**src/rtl/ipisr_pkg.sv**
```systemverilog
package ipisr_pkg;

  // Command addresses decoded by the router
  localparam logic [15:0] IPI_SEND_ADDR  = 16'h1040;
  localparam logic [15:0] MAIL_SEND_ADDR = 16'h1048;
  localparam logic [15:0] ANY_SEND_ADDR  = 16'h1158;
  localparam logic [15:0] MAIL_BASE_ADDR = 16'h1020;

  // Pages that are aliased per core
  localparam logic [7:0] ALIAS_PAGE_A = 8'h10;
  localparam logic [7:0] ALIAS_PAGE_B = 8'h18;

  // Byte slots of an any-send sequence
  localparam int ANY_SLOTS  = 4;
  localparam int SLOT_IDX_W = $clog2(ANY_SLOTS);

  // Strobes from control to datapath
  typedef struct packed {
    logic                  doIpi;
    logic                  doMail;
    logic                  doAnyFirst;
    logic                  doAnyNext;
    logic                  doPlain;
    logic [SLOT_IDX_W-1:0] slot;
  } ctrl_strobes_t;

endpackage

```
**src/rtl/ipisr_ctrl.sv**
```systemverilog
module ipisr_ctrl
  import ipisr_pkg::*;
#(
  parameter int ADDR_W = 16
) (
  input  logic              clk,
  input  logic              rstN,
  input  logic              cmdValid,
  input  logic              isWrite,
  input  logic [ADDR_W-1:0] cmdAddr,
  output logic              cmdReady,
  output ctrl_strobes_t     strb
);

  logic                  busyQ;
  logic [SLOT_IDX_W-1:0] slotQ;
  logic                  accept;
  logic                  hitIpi, hitMail, hitAny;

  assign cmdReady = !busyQ;
  assign accept   = cmdValid && !busyQ;

  assign hitIpi  = isWrite && (cmdAddr == ADDR_W'(IPI_SEND_ADDR));
  assign hitMail = isWrite && (cmdAddr == ADDR_W'(MAIL_SEND_ADDR));
  assign hitAny  = isWrite && (cmdAddr == ADDR_W'(ANY_SEND_ADDR));

  always_comb begin
    strb.doIpi      = accept && hitIpi;
    strb.doMail     = accept && hitMail;
    strb.doAnyFirst = accept && hitAny;
    strb.doPlain    = accept && !hitIpi && !hitMail && !hitAny;
    strb.doAnyNext  = busyQ;
    strb.slot       = busyQ ? slotQ : '0;
  end

  always_ff @(posedge clk or negedge rstN) begin
    if (!rstN) begin
      busyQ <= 1'b0;
      slotQ <= '0;
    end else if (strb.doAnyFirst) begin
      busyQ <= 1'b1;
      slotQ <= SLOT_IDX_W'(1);
    end else if (busyQ) begin
      slotQ <= slotQ + SLOT_IDX_W'(1);
      if (slotQ == SLOT_IDX_W'(ANY_SLOTS - 1)) busyQ <= 1'b0;
    end
  end


  any_stall_chk: assert property (@(posedge clk) disable iff (!rstN)
    strb.doAnyFirst |=> !cmdReady ##1 !cmdReady ##1 !cmdReady ##1 cmdReady);


  no_accept_busy_chk: assert property (@(posedge clk) disable iff (!rstN)
    !cmdReady |-> !(strb.doIpi || strb.doMail || strb.doAnyFirst || strb.doPlain));

endmodule

```
**src/rtl/ipisr_datapath.sv**
```systemverilog
module ipisr_datapath
  import ipisr_pkg::*;
#(
  parameter int CORE_W = 10,
  parameter int ADDR_W = 16,
  parameter int DATA_W = 64,
  parameter int VEC_W  = 32
) (
  input  logic              clk,
  input  logic              rstN,
  input  ctrl_strobes_t     strb,
  input  logic [2:0]        cmdOp,
  input  logic [ADDR_W-1:0] cmdAddr,
  input  logic [DATA_W-1:0] cmdData,
  input  logic [CORE_W-1:0] srcCore,
  output logic              ipiValid,
  output logic [CORE_W-1:0] ipiCore,
  output logic [VEC_W-1:0]  ipiMask,
  output logic              busValid,
  output logic              busWrite,
  output logic [CORE_W-1:0] busCore,
  output logic [ADDR_W-1:0] busAddr,
  output logic [DATA_W-1:0] busData,
  output logic [3:0]        busSize
);

  localparam int PAY_W     = DATA_W / 2;
  localparam int VEC_IDX_W = $clog2(VEC_W);
  localparam int CORE_LSB  = 16;
  localparam int MASK_LSB  = PAY_W + 27;

  logic [CORE_W-1:0]    anyCoreQ;
  logic [ADDR_W-1:0]    anyAddrQ;
  logic [PAY_W-1:0]     anyPayQ;
  logic [ANY_SLOTS-1:0] anyMaskQ;

  logic [CORE_W-1:0]    tgtCore;
  logic [VEC_IDX_W-1:0] vecIdx;
  logic [ADDR_W-1:0]    mailAddr;
  logic [CORE_W-1:0]    selCore;
  logic [ADDR_W-1:0]    selAddr;
  logic [PAY_W-1:0]     selPay;
  logic [ANY_SLOTS-1:0] selMask;
  logic [ADDR_W-1:0]    slotAddr;
  logic [7:0]           slotByte;
  logic                 slotOn;
  logic                 anyStep;
  logic                 unusedBits;

  function automatic logic [ADDR_W-1:0] aliasAddr(input logic [ADDR_W-1:0] a,
                                                  input logic [CORE_W-1:0] c);
    logic [7:0] page;
    page = a[15:8];
    if (page == ALIAS_PAGE_A || page == ALIAS_PAGE_B)
      return a + (ADDR_W'(c[1:0]) << 8);
    return a;
  endfunction

  assign tgtCore  = cmdData[CORE_LSB +: CORE_W];
  assign vecIdx   = cmdData[VEC_IDX_W-1:0];
  assign mailAddr = ADDR_W'(MAIL_BASE_ADDR) + ADDR_W'({cmdData[4:2], 2'b00});

  assign anyStep  = strb.doAnyFirst || strb.doAnyNext;
  assign selCore  = strb.doAnyFirst ? tgtCore : anyCoreQ;
  assign selAddr  = strb.doAnyFirst ? cmdData[ADDR_W-1:0] : anyAddrQ;
  assign selPay   = strb.doAnyFirst ? cmdData[DATA_W-1:PAY_W] : anyPayQ;
  assign selMask  = strb.doAnyFirst ? cmdData[MASK_LSB +: ANY_SLOTS] : anyMaskQ;
  assign slotAddr = selAddr + ADDR_W'(strb.slot);
  assign slotByte = 8'(selPay >> {strb.slot, 3'b000});
  assign slotOn   = !selMask[strb.slot];

  assign unusedBits = ^cmdData[PAY_W-1:CORE_LSB+CORE_W];

  // Latched command for the later byte slots
  always_ff @(posedge clk or negedge rstN) begin
    if (!rstN) begin
      anyCoreQ <= '0;
      anyAddrQ <= '0;
      anyPayQ  <= '0;
      anyMaskQ <= '0;
    end else if (strb.doAnyFirst) begin
      anyCoreQ <= tgtCore;
      anyAddrQ <= cmdData[ADDR_W-1:0];
      anyPayQ  <= cmdData[DATA_W-1:PAY_W];
      anyMaskQ <= cmdData[MASK_LSB +: ANY_SLOTS];
    end
  end

  // Interrupt-set strobe
  always_ff @(posedge clk or negedge rstN) begin
    if (!rstN) begin
      ipiValid <= 1'b0;
      ipiCore  <= '0;
      ipiMask  <= '0;
    end else begin
      ipiValid <= strb.doIpi;
      if (strb.doIpi) begin
        ipiCore <= tgtCore;
        ipiMask <= VEC_W'(1) << vecIdx;
      end
    end
  end

  // Downstream access bus
  always_ff @(posedge clk or negedge rstN) begin
    if (!rstN) begin
      busValid <= 1'b0;
      busWrite <= 1'b0;
      busCore  <= '0;
      busAddr  <= '0;
      busData  <= '0;
      busSize  <= '0;
    end else begin
      busValid <= strb.doMail || strb.doPlain || (anyStep && slotOn);
      if (strb.doMail) begin
        busWrite <= 1'b1;
        busCore  <= tgtCore;
        busAddr  <= aliasAddr(mailAddr, tgtCore);
        busData  <= DATA_W'(cmdData[DATA_W-1:PAY_W]);
        busSize  <= 4'd4;
      end else if (strb.doPlain) begin
        busWrite <= cmdOp[2];
        busCore  <= srcCore;
        busAddr  <= aliasAddr(cmdAddr, srcCore);
        busData  <= cmdOp[2] ? cmdData : '0;
        busSize  <= 4'd1 << cmdOp[1:0];
      end else if (anyStep) begin
        busWrite <= 1'b1;
        busCore  <= selCore;
        busAddr  <= slotAddr;
        busData  <= DATA_W'(slotByte);
        busSize  <= 4'd1;
      end
    end
  end


  ipi_onehot_chk: assert property (@(posedge clk) disable iff (!rstN)
    ipiValid |-> $countones(ipiMask) == 1);


  ipi_nobus_chk: assert property (@(posedge clk) disable iff (!rstN)
    ipiValid |-> !busValid);


  size_legal_chk: assert property (@(posedge clk) disable iff (!rstN)
    busValid |-> $countones(busSize) == 1);


  any_step_chk: assert property (@(posedge clk) disable iff (!rstN)
    strb.doAnyNext |=> busAddr == $past(busAddr) + ADDR_W'(1));


  any_size_chk: assert property (@(posedge clk) disable iff (!rstN)
    strb.doAnyNext |=> (!busValid || busSize == 4'd1));

endmodule

```
**src/rtl/ipi_send_router.sv**
```systemverilog
module ipi_send_router
  import ipisr_pkg::*;
#(
  parameter int CORE_W = 10,
  parameter int ADDR_W = 16,
  parameter int DATA_W = 64,
  parameter int VEC_W  = 32
) (
  input  logic              clk,
  input  logic              rstN,
  input  logic              cmdValid,
  output logic              cmdReady,
  input  logic [2:0]        cmdOp,
  input  logic [ADDR_W-1:0] cmdAddr,
  input  logic [DATA_W-1:0] cmdData,
  input  logic [CORE_W-1:0] srcCore,
  output logic              ipiValid,
  output logic [CORE_W-1:0] ipiCore,
  output logic [VEC_W-1:0]  ipiMask,
  output logic              busValid,
  output logic              busWrite,
  output logic [CORE_W-1:0] busCore,
  output logic [ADDR_W-1:0] busAddr,
  output logic [DATA_W-1:0] busData,
  output logic [3:0]        busSize
);

  ctrl_strobes_t strb;

  ipisr_ctrl #(.ADDR_W(ADDR_W)) uCtrl (
    .clk      (clk),
    .rstN     (rstN),
    .cmdValid (cmdValid),
    .isWrite  (cmdOp[2]),
    .cmdAddr  (cmdAddr),
    .cmdReady (cmdReady),
    .strb     (strb)
  );

  ipisr_datapath #(
    .CORE_W (CORE_W),
    .ADDR_W (ADDR_W),
    .DATA_W (DATA_W),
    .VEC_W  (VEC_W)
  ) uDp (
    .clk      (clk),
    .rstN     (rstN),
    .strb     (strb),
    .cmdOp    (cmdOp),
    .cmdAddr  (cmdAddr),
    .cmdData  (cmdData),
    .srcCore  (srcCore),
    .ipiValid (ipiValid),
    .ipiCore  (ipiCore),
    .ipiMask  (ipiMask),
    .busValid (busValid),
    .busWrite (busWrite),
    .busCore  (busCore),
    .busAddr  (busAddr),
    .busData  (busData),
    .busSize  (busSize)
  );

endmodule

```
**config.mk**
```make
export PLATFORM = sky130hd
export DESIGN_NAME = ipi_send_router
export DESIGN_NICKNAME = d
export VERILOG_FILES = /design/src/rtl/ipisr_pkg.sv /design/src/rtl/ipisr_ctrl.sv /design/src/rtl/ipisr_datapath.sv /design/src/rtl/ipi_send_router.sv
export SDC_FILE = /design/constraint.sdc
export NUM_CORES = 1
export LEC_CHECK = 0
export ABC_AREA = 1
export BUFFER_PORTS_ARGS = -buffer_cell sky130_fd_sc_hd__buf_2
export CAP_MARGIN = 0
export CELL_PAD_IN_SITES_DETAIL_PLACEMENT = 1
export CELL_PAD_IN_SITES_GLOBAL_PLACEMENT = 2
export CORE_AREA = 5 5 174 193
export CTS_CLUSTER_DIAMETER = 200
export DETAILED_ROUTE_END_ITERATION = 8
export DIE_AREA = 0 0 179 198
export PLACE_DENSITY = 0.78
export SYNTH_ARGS = -nofsm -noshare
export SYNTH_HDL_FRONTEND = slang
export SYNTH_HIERARCHICAL = 1
export SYNTH_SLANG_ARGS = --single-unit
```
**constraint.sdc**
```tcl
create_clock -name clk -period 3.4 [get_ports clk]
set_input_delay 0.17 -clock clk [delete_from_list [all_inputs] [get_ports clk]]
set_output_delay 0.17 -clock clk [all_outputs]
set_load 0.1 [all_outputs]
```
Word-level counts from Yosys, hierarchy flattened
Index checks and enable logic that the tools add are counted.

Word-level logic and storage cells: 92. Register bits: 204. Bits of input ports: 96. Output and inout bits: 140.

Shift operators: 3. Muxes and demuxes: 37. $add $sub $neg: 5. Reduce and logical (&&, ||, !) cells: 23. Magnitude comparators: 1. Equal/unequal tests: 8.

Operators with widths (number): 64-bit two-way mux (4); 16-bit two-way mux (8); 16-bit by 13-bit == test with 1-bit output (second input constant) (3); 10-bit two-way mux (4); 16-bit by 10-bit adder with 16-bit output (2); 8-bit by 5-bit == test with 1-bit output (second input constant) (4); 32-bit two-way mux (1); 1-bit by 5-bit << shifter with 32-bit output (first input constant) (1); 32-bit by 5-bit right shift with 8-bit output (1); 16-bit by 2-bit adder with 16-bit output (1); 4-bit two-way mux (4); 13-bit by 5-bit adder with 14-bit output (first input constant) (1); 1-bit two-way mux (12); 1-bit logical AND (11); 2-bit two-way mux (3); 1-bit zero test (5); 1-bit logical OR (5); 1-bit by 2-bit << shifter with 4-bit output (first input constant) (1); 2-bit by 3-bit < comparator with 1-bit output (second input constant) (1); 3-bit nonzero test (1); 2-bit by 1-bit adder with 2-bit output (second input constant) (1); 1-bit binary-select mux with 2-bit select (1); 2-bit == test (second input constant) (1); 2-bit nonzero test (1).

Depth between registers and ports, before layout
Gate-level depths: netlist of run 1.

Word-level depth: 11. Depth in mapped cells: 23. Gate-level depth less buffers: 21.

Modules after synthesis
Netlist of run 1, hierarchy kept.

Modules (own cells, without submodules): ipisr_datapath (cells an instance 1048, times used 1, area each 9260.1 um^2, seq. area each 5029.8 um^2); ipisr_ctrl (cells an instance 56, times used 1, area each 327.8 um^2, seq. area each 75.1 um^2).

Worst setup path before layout of run 1
OpenSTA, ideal clock, no wires.

Kind: reg2reg. Start: register uCtrl.busyQ. End: register uDp.busAddr[8]. Arrival time: 3.104 ns. Path buffers: 2. Required time: 3.284 ns. Path slack: 0.180 ns. Library setup time: 0.116 ns. Cell stages (with the launch flop): 21. Clock period less this slack: 3.220 ns. Cell sequence: dfrtp_1 -> inv_2 -> nand2_4 -> inv_1 -> nand3_2 -> inv_1 -> inv_2 -> buf_2 -> buf_2 -> o21ai_0 -> ha_1 -> inv_1 -> fa_1 -> inv_1 -> nand2_2 -> nor2_4 -> nand2_1 -> xor2_1 -> nand2_1 -> nand2_1 -> nand2_1.

RTL lines: start: declaration (line ipisr_ctrl.sv:15) `logic busyQ;`; start signal: assignment (line ipisr_ctrl.sv:38) `busyQ <= 1'b0;`; start signal: assignment (line ipisr_ctrl.sv:41) `busyQ <= 1'b1;`; start signal: assignment (line ipisr_ctrl.sv:45) `if (slotQ == SLOT_IDX_W'(ANY_SLOTS - 1)) busyQ <= 1'b0;`; end signal: assignment (line ipisr_datapath.sv:118) `busAddr <= aliasAddr(mailAddr, tgtCore);`; end signal: assignment (line ipisr_datapath.sv:124) `busAddr <= aliasAddr(cmdAddr, srcCore);`; end signal: assignment (line ipisr_datapath.sv:130) `busAddr <= slotAddr;`; end: declaration (line ipisr_datapath.sv:22) `output logic [ADDR_W-1:0] busAddr,`.

==> results by group, run 1 <==
STA
  • Final hold vios: 0
  • Fmax: 313 MHz
  • Worst-Margin Slew: 785 ps
  • Ratio of final minimum period to clock period: 93.8%
  • Fin Setup TNS: 0 ps
  • Slew headroom: 47.4%
  • Final min period: 3190 ps
  • Unrepaired setup endpoints after global routing: yes
  • Max Clock Skew: 10.1 ps
  • Slew Viols, Final: 0
  • Final setup fails: 0

Clock network
  • CTS Buf Count: 25
  • CTS Sinks: 204
  • Clk_lat worst skew: 520 ps
  • CTS resizes: 0
  • Root Buffer: clkbuf_16
  • Clock Tree Buf Depth: 3
  • Setup bufs post-CTS: 0
  • Clock transition at path regs: 60 ps
  • H-Tree Depth: 1
  • TritonCTS clock tree: done

Synthesis
  • Sequential area share after synthesis: 53.2%
  • Gate Count Post-Synth: 1104
  • Area contributors post-synth: dfrtp_1, nand2_1, inv_1
  • Main synth FF type: dfrtp_1
  • Dominant cell by count in the synthesized netlist: nand2_1
  • Syn Area/Cell: 8.68 um2
  • Post-synth EDFFs: 0
  • Asr flop ratio synth: 100%
  • Post-synthesis cell type count: 48
  • Register bit total from synthesis: 204
  • Cell taking the most area after synthesis: dfrtp_1
  • Synth Warn #: 6
  • Syn Nets: 1206
  • Post-synth top cells: nand2_1, dfrtp_1, inv_1
  • Synthesized cell area: 9590 um2
  • Area share of the largest cell type after synthesis: 53.2%

Drt
  • 1st-iter DRT viols: 449
  • Routed wire length: 36.7 mm
  • Via count: 8871
  • Average vias per placed instance: 4.78
  • Number of routed nets with antenna violations: 0
  • Drt pass-1 iters: 5
  • Wirelength per Cell: 19.8 um
  • Remaining DRCs: 0

GRT
  • GR Util All Layers: 20.4%
  • Grt total ovfl: 0
  • First-pass GRT wire length: 56.8 mm
  • Vias in the first global route: 9793
  • Largest net degree at the start of global routing: 92
  • Antenna violations before repair: 1

Power and ir drop
  • Leak pwr: 0.00676 uW
  • Worst VDD drop: 0.287 mV
  • Total Power: 6570 uW
  • Pwr dens: 510 nW/um2

Floorplan
  • DIE AREA: 35400 um2
  • Die Ht: 198 um
  • Die width: 179 um
  • Core ar.: 31200 um2
  • Io pins: 236
  • Row count: 68
  • Initial Utilization: 30.7%

Worst setup path
  • Crit Path Class: reg -> reg
  • Crit-path max FO: 21
  • Critical Path RT: 3810 ps
  • CP endpoint kind: flip-flop
  • Worst EP arrival: 3600 ps
  • CP Launch Type: flip-flop

Job
  • Max cap viols: 0

Finish
  • Synth-to-Final Area Change: 34.4%
  • Share of post-route cells with drive strength above 1: 25.4%
  • Final Instance Area: 12900 um2
  • Non-filler cells in the finished layout: 1854
  • Final Net Count: 1518

Run status
  • Outcome: complete, no violations

Placed design
  • GPL Wtd Cong: 0.841
  • Placed instance count: 1726
  • Placed cell area: 11200 um2
  • Port Buf Inserts: 235
  • DPL Wire Length: 25.7 mm

Min path
  • Min-delay worst type: in -> reg
-- logic make-up (layout without fill, tap and decap cells) --
group                    Yosys count  count (layout)  synth area share [%]
other                              0               1                     0
multiplexers                       9               9                 0.992
buffers and inverters            197             525                  8.86
XOR/XNOR                           2               2                 0.183
AO/OA/AOI/OAI                    203             203                  14.1
adder cells (fa/ha/maj)            6               6                 0.940
AND/OR/NAND/NOR                  483             484                  21.7
flip-flops                       204             204                  53.2
-- sequential cells by signal, indices dropped and copies added, names as in the netlist --
signal and flops:
uDp/busSize 4, uDp/busData 64, uDp/ipiCore 10, uDp/anyPayQ 32
uDp/busCore 10, uDp/ipiMask 32, uDp/busValid 1, uDp/busWrite 1
uDp/ipiValid 1, uDp/busAddr 16, uDp/anyMaskQ 4, uCtrl/slotQ 2
uCtrl/busyQ 1, uDp/anyAddrQ 16, uDp/anyCoreQ 10
-- placed cells by master (no fill, tap or decap), drive strengths merged, types with 2 or more instances in the layout --
cell type and n:
a21oi 40, nand4 8, nand3b 3, a22o 27
nor3 6, nor2 85, dfrtp 204, o21ai 52
clkinvlp 2, and2 24, o22ai 32, a31oi 7
inv 138, nand3 34, mux2 4, a32o 2
o221ai 2, fa 2, buf 258, o211ai 13
a221oi 14, a22oi 8, dlygate4sd3 82, clkinv 10
mux2i 5, nand2 318, or2 4, xor2 2
clkbuf 34, ha 4
-- stage by stage --
step | utilization (%) | hold WS, ps | setup slack, ps
global route | 41.3 | 10.5 | -78.1
CTS | 41.2 | 1.00 | 174
floorplan | - | -126 | 180
finish | 41.3 | 13.7 | 210
global placement | 35.9 | 309 | 450
detailed placement | 35.9 | 310 | 301
-- power by group --
group | internal, uW | switching, uW | leakage, uW
clock | 1600 | 1090 | 0.000413
sequential | 2520 | 57.0 | 0.00250
combinational | 260 | 1040 | 0.00385
-- per-layer routing --
metal | wire length [um] | track usage, % | vias up | part of all wire [%]
li1 | - | - | 4201 | -
met1 | 15600 | 26.3 | 4406 | 43
met2 | 18300 | 35.3 | 207 | 50
met3 | 1610 | 2.90 | 57 | 4.4
met4 | 1160 | 6.60 | 0 | 3.2
met5 | 0 | 0 | - | 0
-- area by class of cell --
class / count / area [um2]
fill: 3757 / 18300
sequential: 204 / 5100
multi-input combinational: 704 / 3660
timing repair buffer: 341 / 2220
clock buffer: 33 / 736
inverter: 140 / 526
tap: 420 / 526
clock inverter: 11 / 100
antenna: 1 / 2.50
-- worst paths after layout --
path	cells past startpoint	slack, ps	startpoint	end
max	18	210	uCtrl/busyQ$_DFF_PN0_	uDp/busAddr[8]$_DFFE_PN0P_
min	3	10	cmdData[17]	uDp/busData[17]$_DFFE_PN0P_
max reg2reg	18	210	uCtrl/busyQ$_DFF_PN0_	uDp/busAddr[8]$_DFFE_PN0P_
min reg2reg	2	470	uDp/anyMaskQ[0]$_DFF_PN0_	uDp/anyMaskQ[0]$_DFF_PN0_
max in group asynchronous	3	2060	rstN	uDp/busData[29]$_DFFE_PN0P_
min in group asynchronous	2	260	rstN	uDp/ipiMask[10]$_DFFE_PN0P_
-- critical path, cell delays in order (launching register included) --
cell and delay (ps):
dfrtp_1 510, inv_2 140, nand2_4 80, inv_1 90
nand3_2 130, inv_2 350, inv_2 80, o21ai_0 240
ha_1 250, inv_1 70, fa_1 380, inv_1 110
nand2_2 80, nor2_4 170, nand2_1 90, xor2_1 140
nand2_1 60, nand2_1 60, nand2_1 40
-- repair_timing --
action                                  4_1_cts  5_1_grt
hold buffers                                 82        0
hold endpoints to repair                    179        0
endpoints found under the setup margin        0        8
No activity file was read; power rests on OpenSTA's default activity.
==> run 2: changes to the inputs <==
CORE_AREA = 5 5 172 190   (was 5 5 174 193)
CTS_BUF_LIST = sky130_fd_sc_hd__clkbuf_8   (was unset)
DIE_AREA = 0 0 177 195   (was 0 0 179 198)
PLACE_DENSITY = 0.8   (was 0.78)
==> results by group, run 2 (synthesis gave the netlist of run 1 again) <==
Floorplan
  • Core ar.: 30300 um2 (-2.8%)
  • Die Ht: 195 um (-1.5%)
  • Io pins: 236 (unchanged)
  • DIE AREA: 34500 um2 (-2.6%)
  • Die width: 177 um (-1.1%)
  • Row count: 67 (-1.5%)
  • Initial Utilization: 31.6% (+0.89 points)

Finish
  • Commonest cells after routing, fill and taps aside: nand2_1, buf_2, dfrtp_1
  • Max FFs per register: 64 (unchanged)
  • Top reg by flops: uDp/busData
  • Synth-to-Final Area Change: 34.0%
  • Multi-input logic area: 3650 um2 (-0.27%)
  • Biggest regs: uDp/busData: 64 flops, uDp/anyPayQ: 32 flops, uDp/ipiMask: 32 flops
  • Share of post-route cells with drive strength above 1: 25.1% (-0.26 points)
  • Final Net Count: 1541 (+1.5%)
  • Most common cell after layout, fill and taps aside: nand2_1
  • Fill cells: 3692 (-1.7%)
  • Register area: 5100 um2 (unchanged)
  • Final Instance Area: 12800 um2 (-0.29%)

Clock network
  • Root Buffer: clkbuf_8
  • Setup bufs post-CTS: 0 (unchanged)
  • CTS Sinks: 204 (unchanged)
  • Clock Tree Buf Depth: 3 (unchanged)
  • CTS Buf Count: 39 (+56%)
  • Clock transition at path regs: 60 ps (about the same)
  • TritonCTS clock tree: done
  • H-Tree Depth: 2 (+1)
  • Clk_lat worst skew: 530 ps (about the same)
  • CTS resizes: 0 (unchanged)
  • CTS Hold Buffers Added: 95 (+16%)

Drt
  • Drt pass-1 iters: 5 (unchanged)
  • Remaining DRCs: 0 (unchanged)
  • 1st-iter DRT viols: 434 (-3.3%)
  • Wirelength per Cell: 19.7 um (-0.66%)
  • Number of routed nets with antenna violations: 0 (unchanged)
  • Routed wire length: 37.0 mm (+0.68%)
  • Average vias per placed instance: 4.77 (-0.26%)
  • Via count: 8967 (+1.1%)

STA
  • Max Clock Skew: 22.6 ps (+12.4 ps)
  • Ratio of final minimum period to clock period: 92.7% (-1.1 points)
  • Final setup fails: 0 (unchanged)
  • Final min period: 3150 ps (-39.0 ps)
  • Slew Viols, Final: 0 (unchanged)
  • Fin Setup TNS: 0 ps (unchanged)
  • Final hold vios: 0 (unchanged)
  • Slew headroom: 45.3% (-2.1 points)
  • Worst-Margin Slew: 820 ps (+35.2 ps)
  • Unrepaired setup endpoints after global routing: no
  • Fmax: 317 MHz (+1.2%)

GRT
  • Largest net degree at the start of global routing: 93 (+1.1%)
  • Vias in the first global route: 9865 (+0.74%)
  • GR Util All Layers: 21.1% (+0.69 points)
  • Grt total ovfl: 0 (unchanged)
  • First-pass GRT wire length: 57.3 mm (+0.75%)
  • Antenna violations before repair: 1 (unchanged)

Power and ir drop
  • Total Power: 6190 uW (-5.7%)
  • Pwr dens: 482 nW/um2 (-5.5%)
  • Worst VDD drop: 0.223 mV (-23%)
  • Leak pwr: 0.00681 uW (+0.62%)

Placed design
  • DPL Wire Length: 25.7 mm (+0.14%)
  • Placed cell area: 11200 um2 (-0.38%)
  • GPL Wtd Cong: 0.874 (+3.9%)
  • Port Buf Inserts: 235 (unchanged)

Worst setup path
  • Crit Path Class: reg -> reg
  • Worst EP arrival: 3620 ps (+20 ps)
  • CP Launch Type: flip-flop
  • CP endpoint kind: flip-flop
  • Critical Path RT: 3870 ps (+60 ps)
  • Crit-path max FO: 23 (+9.5%)

Job
  • Max cap viols: 0 (unchanged)

Run status
  • Outcome: complete, no violations

Min path
  • Min-delay worst type: in -> reg
==> run 2: cell count changes in the layout (fill, tap and decap cells not counted), moves of 2 or more <==
cell / previous run / this run
buf_4: 21 / 19
inv_1: 127 / 141
clkinv_4: 3 / 0
dlygate4sd3_1: 82 / 95
clkbuf_16: 25 / 0
clkbuf_8: 9 / 47
==> run 2: cell type report <==
cell class,instances,share of cell area (%)
multi-input cells,703,28.5
repair buffers,351,18.0
inverters,140,4.09
diodes,1,0.0195
flip-flops and latches,204,39.7
well taps,414,4.03
clock inverters,20,0.682
clock buffers,46,4.93
==> run 2: report_power, final <==
group	switching [uW]	leakage, uW	internal [uW]	total (uW)
Clock	1080	0.000421	1220	2300
Sequential	57.1	0.00250	2520	2580
Combinational	1040	0.00388	266	1310
Total	2180	0.00681	4010	6190
==> run 2: stage by stage <==
step | setup slack, ps | std cells | hold slack, ps | util [%]
floorplan | 180 | 1104 | -126 | -
global placement | 487 | 1717 | 314 | 36.8
detailed placement | 334 | 1717 | 317 | 36.8
CTS | 279 | 1878 | 22.2 | 42.3
global route | 30.0 | 1879 | 29.3 | 42.3
finish | 249 | 1879 | 59.7 | 42.3
==> run 2: metal layers <==
| metal | GRT usage [%] | routed length [um] |
|---|---|---|
| met1 | 26.9 | 15700 |
| met5 | 0 | 0 |
| met3 | 3.77 | 1720 |
| met2 | 36.0 | 18300 |
| met4 | 7.51 | 1220 |
==> run 2: worst max-delay path: stages, from the launching register on <==
cell	delay [ps]
dfrtp_1	470
inv_2	130
nand2_4	80
inv_1	90
nand2_1	60
nor2_1	560
inv_2	70
buf_4	250
nor2_4	120
nand2_2	100
inv_2	90
buf_4	300
nand2_1	100
o211ai_1	100
dlygate4sd3_1	560
==> run 2: path summary, 6_finish.rpt <==
check,start,to,slack [ps],cells after the start
worst max-delay path,uCtrl/busyQ$_DFF_PN0_,uDp/busData[31]$_DFFE_PN0P_,250,14
worst min-delay path,cmdAddr[11],uDp/busAddr[11]$_DFFE_PN0P_,60,5
worst max register to register,uCtrl/busyQ$_DFF_PN0_,uDp/busData[31]$_DFFE_PN0P_,250,14
worst min register to register,uDp/anyMaskQ[2]$_DFF_PN0_,uDp/anyMaskQ[2]$_DFF_PN0_,470,2
max in group asynchronous,rstN,uDp/anyPayQ[5]$_DFF_PN0_,2150,3
min in group asynchronous,rstN,uDp/ipiMask[19]$_DFFE_PN0P_,280,2
